`config.mk`:
```
export PLATFORM = sky130hd
export DESIGN_NAME = bbf_host_port
export DESIGN_NICKNAME = d
export VERILOG_FILES = /design/src/rtl/bbf_pkg.sv /design/src/rtl/bbf_sync.sv /design/src/rtl/bbf_array.sv /design/src/rtl/bbf_cmd_fsm.sv /design/src/rtl/bbf_out_sel.sv /design/src/rtl/bbf_host_port.sv
export SDC_FILE = /design/constraint.sdc
export NUM_CORES = 1
export LEC_CHECK = 0
export BUFFER_PORTS_ARGS = -buffer_cell sky130_fd_sc_hd__clkbuf_2
export CORE_AREA = 2 2 260 262
export CTS_CLUSTER_DIAMETER = 150
export DETAILED_ROUTE_END_ITERATION = 7
export DIE_AREA = 0 0 262 264
export HOLD_SLACK_MARGIN = 0.08
export SLEW_MARGIN = 20
export SYNTH_ARGS = -nofsm -noshare
export SYNTH_HDL_FRONTEND = slang
export SYNTH_SLANG_ARGS = --single-unit
```
`constraint.sdc`:
```
create_clock -name clk -period 5.2 [get_ports clk]
set_input_delay 1.56 -clock clk [delete_from_list [all_inputs] [get_ports clk]]
set_output_delay 1.56 -clock clk [all_outputs]
set_load 0.01 [all_outputs]
```
`src/rtl/bbf_pkg.sv`:
```
package bbf_pkg;

   typedef enum logic [1:0] {
      MD_ARRAY  = 2'd0,
      MD_STATUS = 2'd1,
      MD_SETUP  = 2'd2
   } bbf_mode_e;

   localparam logic [7:0] OP_READ  = 8'hFF;
   localparam logic [7:0] OP_PROG  = 8'h40;
   localparam logic [7:0] OP_STAT  = 8'h70;
   localparam logic [7:0] OP_CLEAR = 8'h50;

   localparam int ST_READY = 7;
   localparam int ST_PERR  = 4;
   localparam int ST_LOCK  = 1;

endpackage

```
`src/rtl/bbf_sync.sv`:
```
module bbf_sync #(
   parameter int W = 3
) (
   input  logic         clk,
   input  logic         rst_n,
   input  logic [W-1:0] d,
   output logic [W-1:0] q
);
   // Every synchronized pin is active low, so it resets to idle high.
   for (genvar i = 0; i < W; i++) begin : g_bit
      logic [1:0] ff;
      always_ff @(posedge clk or negedge rst_n) begin
         if (!rst_n) ff <= 2'b11;
         else        ff <= {ff[0], d[i]};
      end
      assign q[i] = ff[1];
   end
endmodule

```
`src/rtl/bbf_array.sv`:
```
module bbf_array #(
   parameter int AW = 4,
   parameter int DW = 16
) (
   input  logic          clk,
   input  logic          rst_n,
   input  logic          we,
   input  logic [AW-1:0] waddr,
   input  logic [DW-1:0] wdata,
   input  logic [DW/8-1:0] wlane,
   input  logic [AW-1:0] raddr,
   output logic [DW-1:0] rdata
);
   localparam int DEPTH = 1 << AW;
   localparam int NL    = DW / 8;

   logic [DW-1:0] mem [DEPTH];
   logic [DW-1:0] old_w, new_w, lmask;

   assign old_w = mem[waddr];
   assign rdata = mem[raddr];

   // Per lane: an enabled lane may only clear bits, a disabled lane keeps its value.
   for (genvar l = 0; l < NL; l++) begin : g_lane
      assign lmask[l*8 +: 8] = {8{wlane[l]}};
      assign new_w[l*8 +: 8] = wlane[l] ? (old_w[l*8 +: 8] & wdata[l*8 +: 8])
                                        :  old_w[l*8 +: 8];
   end

   always_ff @(posedge clk or negedge rst_n) begin
      if (!rst_n) begin
         for (int i = 0; i < DEPTH; i++) mem[i] <= '1;
      end else if (we) begin
         mem[waddr] <= new_w;
      end
   end

   a_r9_clear_only: assert property (@(posedge clk) disable iff (!rst_n)
      we |=> ((mem[$past(waddr)] & ~$past(old_w)) == '0));

   a_r7_lane_kept: assert property (@(posedge clk) disable iff (!rst_n)
      we |=> (((mem[$past(waddr)] ^ $past(old_w)) & ~$past(lmask)) == '0));
endmodule

```
`src/rtl/bbf_cmd_fsm.sv`:
```
module bbf_cmd_fsm
   import bbf_pkg::*;
#(
   parameter int AW          = 4,
   parameter int BOOT_WORDS  = 4,
   parameter int BUSY_CYCLES = 40
) (
   input  logic          clk,
   input  logic          rst_n,
   input  logic          rp_s,
   input  logic          stb,
   input  logic [7:0]    cmd,
   input  logic [AW-1:0] waddr,
   input  logic          wp_ok,
   output bbf_mode_e     mode,
   output logic [7:0]    status,
   output logic          arr_we
);
   localparam int CW = $clog2(BUSY_CYCLES + 1);
   localparam logic [AW:0]   BOOT_LIM = (AW+1)'(BOOT_WORDS);
   localparam logic [CW-1:0] BUSY_LD  = CW'(BUSY_CYCLES);

   logic [CW-1:0] cnt;
   logic          perr, lock, busy, in_boot, refuse, take;

   assign busy    = (cnt != '0);
   assign in_boot = ({1'b0, waddr} < BOOT_LIM);
   assign refuse  = in_boot && !wp_ok;
   assign take    = stb && !busy;
   assign arr_we  = take && (mode == MD_SETUP) && !refuse;
   assign status  = {~busy, 2'b00, perr, 2'b00, lock, 1'b0};

   always_ff @(posedge clk or negedge rst_n) begin
      if (!rst_n) begin
         mode <= MD_ARRAY;
         cnt  <= '0;
         perr <= 1'b0;
         lock <= 1'b0;
      end else if (!rp_s) begin
         mode <= MD_ARRAY;
         cnt  <= '0;
         perr <= 1'b0;
         lock <= 1'b0;
      end else begin
         if (busy) cnt <= cnt - 1'b1;
         if (take) begin
            if (mode == MD_SETUP) begin
               mode <= MD_STATUS;
               if (refuse) begin
                  perr <= 1'b1;
                  lock <= 1'b1;
               end else begin
                  cnt <= BUSY_LD;
               end
            end else begin
               case (cmd)
                  OP_PROG:  mode <= MD_SETUP;
                  OP_STAT:  mode <= MD_STATUS;
                  OP_CLEAR: begin perr <= 1'b0; lock <= 1'b0; end
                  default:  mode <= MD_ARRAY;
               endcase
            end
         end
      end
   end

   a_r4_pin_clears: assert property (@(posedge clk) disable iff (!rst_n)
      !rp_s |=> (mode == MD_ARRAY && status == 8'h80));

   a_r2_second_write: assert property (@(posedge clk) disable iff (!rst_n)
      (take && mode == MD_SETUP) |=> (mode == MD_STATUS));

   a_r5_refuse_flags: assert property (@(posedge clk) disable iff (!rst_n)
      (take && mode == MD_SETUP && in_boot && !wp_ok)
         |=> (status[ST_PERR] && status[ST_LOCK]));

   a_r10_busy_start: assert property (@(posedge clk) disable iff (!rst_n)
      arr_we |=> !status[ST_READY]);

   a_r10_busy_ignore: assert property (@(posedge clk) disable iff (!rst_n)
      (stb && busy) |=> (mode == $past(mode)));
endmodule

```
`src/rtl/bbf_out_sel.sv`:
```
module bbf_out_sel
   import bbf_pkg::*;
#(
   parameter logic [15:0] MFR_ID = 16'h00A5,
   parameter logic [15:0] DEV_ID = 16'h7E21
) (
   input  bbf_mode_e   mode,
   input  logic [7:0]  status,
   input  logic [15:0] arr_word,
   input  logic        a9_hv,
   input  logic        a0,
   input  logic        byte_n,
   input  logic        bsel,
   input  logic        ce_n,
   input  logic        oe_n,
   input  logic        rp_n,
   output logic [15:0] dq_out,
   output logic        oe_lo,
   output logic        oe_hi
);
   logic [15:0] word_v, sel_v;

   always_comb begin
      if (a9_hv)                  word_v = a0 ? DEV_ID : MFR_ID;
      else if (mode != MD_ARRAY)  word_v = {8'h00, status};
      else                        word_v = arr_word;

      // In byte mode only array reads use the extra address bit.
      if (byte_n)
         sel_v = word_v;
      else if (!a9_hv && mode == MD_ARRAY && bsel)
         sel_v = {8'h00, word_v[15:8]};
      else
         sel_v = {8'h00, word_v[7:0]};
   end

   assign oe_lo  = !ce_n && !oe_n && rp_n;
   assign oe_hi  = oe_lo && byte_n;
   assign dq_out = oe_lo ? sel_v : 16'h0000;
endmodule

```
`src/rtl/bbf_host_port.sv`:
```
module bbf_host_port
   import bbf_pkg::*;
#(
   parameter int          AW          = 4,
   parameter int          BOOT_WORDS  = 4,
   parameter int          BUSY_CYCLES = 40,
   parameter logic [15:0] MFR_ID      = 16'h00A5,
   parameter logic [15:0] DEV_ID      = 16'h7E21
) (
   input  logic          clk,
   input  logic          sys_rst_n,
   input  logic          ce_n,
   input  logic          oe_n,
   input  logic          we_n,
   input  logic          rp_n,
   input  logic          rp_hv,
   input  logic          wp_n,
   input  logic          byte_n,
   input  logic          a9_hv,
   input  logic [AW-1:0] addr,
   input  logic [15:0]   dq_in,
   output logic [15:0]   dq_out,
   output logic          dq_oe_lo,
   output logic          dq_oe_hi
);
   if (AW < 1 || AW > 10) begin : g_bad_aw
      $error("bbf_host_port: AW must lie in 1..10");
   end
   if (BOOT_WORDS < 1 || BOOT_WORDS > (1 << AW)) begin : g_bad_boot
      $error("bbf_host_port: BOOT_WORDS must lie in 1..2**AW");
   end
   if (BUSY_CYCLES < 2) begin : g_bad_busy
      $error("bbf_host_port: BUSY_CYCLES must be at least 2");
   end

   logic ce_s, we_s, rp_s, we_prev, stb_raw, stb_d;
   logic [AW-1:0] lat_addr;
   logic [15:0]   lat_data, wdata, arr_word;
   logic [1:0]    wlane;
   logic          lat_byte, lat_wp_ok, arr_we;
   logic [7:0]    status;
   bbf_mode_e     mode;

   bbf_sync #(.W(3)) u_sync (
      .clk(clk), .rst_n(sys_rst_n),
      .d({ce_n, we_n, rp_n}), .q({ce_s, we_s, rp_s})
   );

   assign stb_raw = we_s && !we_prev && !ce_s && rp_s;

   always_ff @(posedge clk or negedge sys_rst_n) begin
      if (!sys_rst_n) begin
         we_prev   <= 1'b1;
         stb_d     <= 1'b0;
         lat_addr  <= '0;
         lat_data  <= '0;
         lat_byte  <= 1'b0;
         lat_wp_ok <= 1'b0;
      end else begin
         we_prev <= we_s;
         stb_d   <= stb_raw && rp_s;
         if (stb_raw) begin
            lat_addr  <= addr;
            lat_data  <= dq_in;
            lat_byte  <= !byte_n;
            lat_wp_ok <= wp_n || rp_hv;
         end
      end
   end

   always_comb begin
      if (lat_byte) begin
         wdata = {2{lat_data[7:0]}};
         wlane = lat_data[15] ? 2'b10 : 2'b01;
      end else begin
         wdata = lat_data;
         wlane = 2'b11;
      end
   end

   bbf_cmd_fsm #(.AW(AW), .BOOT_WORDS(BOOT_WORDS), .BUSY_CYCLES(BUSY_CYCLES)) u_fsm (
      .clk(clk), .rst_n(sys_rst_n), .rp_s(rp_s), .stb(stb_d),
      .cmd(lat_data[7:0]), .waddr(lat_addr), .wp_ok(lat_wp_ok),
      .mode(mode), .status(status), .arr_we(arr_we)
   );

   bbf_array #(.AW(AW), .DW(16)) u_array (
      .clk(clk), .rst_n(sys_rst_n), .we(arr_we), .waddr(lat_addr),
      .wdata(wdata), .wlane(wlane), .raddr(addr), .rdata(arr_word)
   );

   bbf_out_sel #(.MFR_ID(MFR_ID), .DEV_ID(DEV_ID)) u_out (
      .mode(mode), .status(status), .arr_word(arr_word), .a9_hv(a9_hv),
      .a0(addr[0]), .byte_n(byte_n), .bsel(dq_in[15]), .ce_n(ce_n),
      .oe_n(oe_n), .rp_n(rp_n), .dq_out(dq_out), .oe_lo(dq_oe_lo),
      .oe_hi(dq_oe_hi)
   );

   a_r1_select_needed: assert property (@(posedge clk) disable iff (!sys_rst_n)
      (we_s && !we_prev && ce_s) |=> !stb_d);

   a_r3_float_on_reset: assert property (@(posedge clk) disable iff (!sys_rst_n)
      !rp_n |-> (!dq_oe_lo && !dq_oe_hi && dq_out == 16'h0000));
endmodule

```
==> impl_results.md <==
- TritonRoute pass-1 iters: 5
- Actual slew at the worst max-slew pin: 1.14 ns
- Die ar.: 69,200 µm²
- Max incr delay on CP: 0.56 ns
- Path depth of the worst reg2reg path: 6
- Final Critical Period: 5.21 ns
- Initial DRC count: 1,105
- Area Growth Syn to Fin: 15.4%
- Initial antenna violation count: 0
- HP Class: register to register
- Total power: about 5.5 mW
- Hold Vio Cnt, Final: 0
- Reg2reg start: lat_addr[3]
- Core area: roughly 67,000 µm²
- TritonCTS Buffers: 31
- Kind of critical path: primary input to primary output
- Hold Buf Count CTS: 0
- Most frequent cells in the layout: dfstp_2 (263), nand2_1 (224), o21ai_0 (209), mux4_2 (122), mux2i_1 (69)
- Count of max-cap constraint violations: 0
- Post-route DRC: 0
- Critical Path Source Type: primary input
- Initial Util: 0.238
- Clock tree from TritonCTS: done
- Slowest CP cell: nor4_1
- Placed Instances: 2,209
- Non-Filler Instances: 2,269
- Nature of the critical path endpoint: primary output
- Routed Antenna Nets: 0
- Skew-Pair Late Insertion Delay: approximately 0.60 ns
- Mapped Avg Cell Area: 11.8 µm²
- CTS resizes: 0
- Max Clock Skew: 0.0131 ns
- Tcrit/Tclk final: 1.00
- Rows: between 90 and 100
- Setup repair bufs after CTS: 0
- Worst-path clk slew: 0.06 ns
- Seq/Total Area, Yosys: 0.487
- Fill cells: 6,824
- Die height: 264 µm
- Commonest non-fill, non-tap cell in the layout: dfstp_2
- Crit path capture: dq_out[2]
- CP Launch Point: addr[3]
- Fin worst setup slack: -0.00571 ns
- GRT Util Overall: 0.130
- Layout net count: 1,401
- GPL Wtd Cong: 0.911
- Wirelength per Cell: between 15 and 20 µm
- Pin count of the biggest net entering global routing: 122
- Width of the die: 262 µm
- Worst R2R End: u_array.mem[16]
- # setup viols final: 1
- Ports: 48
- CTS Buffer Depth: 3
- Worst rel slew slack: 0.240
- First-pass GRT wire length: 69.5 mm
- Cell area after synthesis: between 15,000 and 20,000 µm²
- Crit path DAT: 3.65 ns
- Total Wirelength: 45.3 mm
- Yosys cell types: 57
- Root Buffer: clkbuf_16
- # H-tree levels: 1
- Worst ir drop on vdd: 0.230 mV
- Crit Path Max Fanout: 22
- Total gr overflow: 0
- Share of layout cells above drive strength 1: 0.467
- Ys async rst share: 1.00
- RSZ-0062 raised after global routing: false
- Vias in the first global route: approximately 11,000
- Failing checks: setup timing
- Slack of the worst reg-to-reg path: 1.88 ns
- Run status: complete, but fails checks
- Fin. max-slew vios: 0
- CP Cell Sequence: clkbuf_2 -> buf_4 -> nor3b_1 -> buf_4 -> a22o_1 -> nor4_1 -> nor3b_1 -> clkbuf_2
- Via count: 11,000
- Cell count after synthesis: 1,341
- Seq cells post-synth: 295
- Req. time, crit path: 3.64 ns
- Power per cell area: 301 nW/µm²
- Leak: 6.32 nW
- EDFF count, synth: 0
- Via-per-instance ratio: 4.86
- Sink Count: 295
- HPWL Detailed: 30.5 mm
- Worst hold stages: 0
- Synth Flop Type: dfstp_2
- Fmax: 192 MHz
- YS warnings: 0
- Net Count, Synth: 1,372
- Count of input and output buffers: 47
## Yosys cell counts, types with 10 or more instances
cell type,number,area (µm²)
o21ai_1,10,50.1
clkbuf_1,59,221
or2_2,17,106
o21ai_2,16,140
dfrtp_1,32,801
dfstp_2,263,6910
nand4_1,15,93.8
nor3_1,15,75.1
buf_2,37,185
nor2_1,41,154
mux2_2,57,642
a21oi_1,10,50.1
mux2i_1,69,691
nand2_1,224,841
o21ai_0,209,1050
inv_1,30,113
mux4_2,122,2750
## cell families (layout without fill, tap and decap cells)
kind of cell    Yosys count  count (layout)  synth area share
mux                     254             254             0.263
other cells               0               1                 0
fa+ha+maj                 1               1          0.000790
xor+xnor                  3               3           0.00166
flops                   295             295             0.487
compound gates          284             284             0.100
buf+inv                 138             192            0.0399
simple gates            366             366             0.107
## flip-flops by register name, summed over array words and instances (netlist names)
name	cells
u_array.mem	256
lat_data	16
u_fsm.cnt	6
u_sync.g_bit.ff	6
lat_addr	4
u_fsm.mode	2
lat_byte	1
lat_wp_ok	1
stb_d	1
u_fsm.perr	1
we_prev	1
## layer usage
| metal | track usage | up-vias | routed length (µm) |
|---|---|---|---|
| li1 | - | 4931 | - |
| met1 | 0.184 | 5633 | 20000 |
| met2 | 0.204 | 389 | 20900 |
| met3 | 0.0256 | 71 | 3370 |
| met4 | 0.0336 | 0 | 1050 |
| met5 | 0 | - | 0 |
## per-stage QoR
stage                      util  area (µm²)  setup slack, ns  hold slack, ns  setup TNS [ns]
after CTS                 0.274       18200            0.130           0.358               0
after floorplan               -       15800            0.455           0.345               0
after global routing      0.274       18300           0.0692           0.360               0
final                     0.274       18300         -0.00571           0.358        -0.00571
after global placement    0.258       17200            0.124           0.348               0
after detailed placement  0.258       17200            0.138           0.349               0
## worst min path at each step
stage / endpoint / slack, ns / start
2_1_floorplan: u_sync.g_bit[0].ff[1] / 0.35 / u_sync.g_bit[0].ff[0]
3_3_place_gp: u_sync.g_bit[2].ff[1] / 0.35 / u_sync.g_bit[2].ff[0]
3_5_place_dp: u_sync.g_bit[2].ff[1] / 0.35 / u_sync.g_bit[2].ff[0]
4_1_cts: u_sync.g_bit[2].ff[1] / 0.36 / u_sync.g_bit[2].ff[0]
5_1_grt: u_sync.g_bit[0].ff[1] / 0.36 / u_sync.g_bit[0].ff[0]
6_report: u_sync.g_bit[2].ff[1] / 0.36 / u_sync.g_bit[2].ff[0]
## power by group
group | total [mW] | internal (mW) | switching (mW)
Combinational | 0.704 | 0.279 | 0.424
Sequential | 2.53 | 2.36 | 0.164
Clock | 2.26 | 1.30 | 0.964
Total | 5.50 | 3.94 | 1.55
## worst max-delay path: cells and delay by family
kind	cells	cell delay, ns
buffers and inverters	4	1.00
and+or+nand+nor	3	0.87
AOI/OAI and AO/OA	1	0.20
## layout make-up
type                       count  area, µm²  area share
sequential                   295       7720       0.423
antenna                        1       2.50    0.000137
timing repair buffer         104        798      0.0437
clock buffer                  42        888      0.0486
inverter                      30        113     0.00617
multi-input combinational    908       7500       0.411
clock inverter                16        150     0.00822
tap                          873       1090      0.0598
No activity file was read; power rests on OpenSTA's default activity.
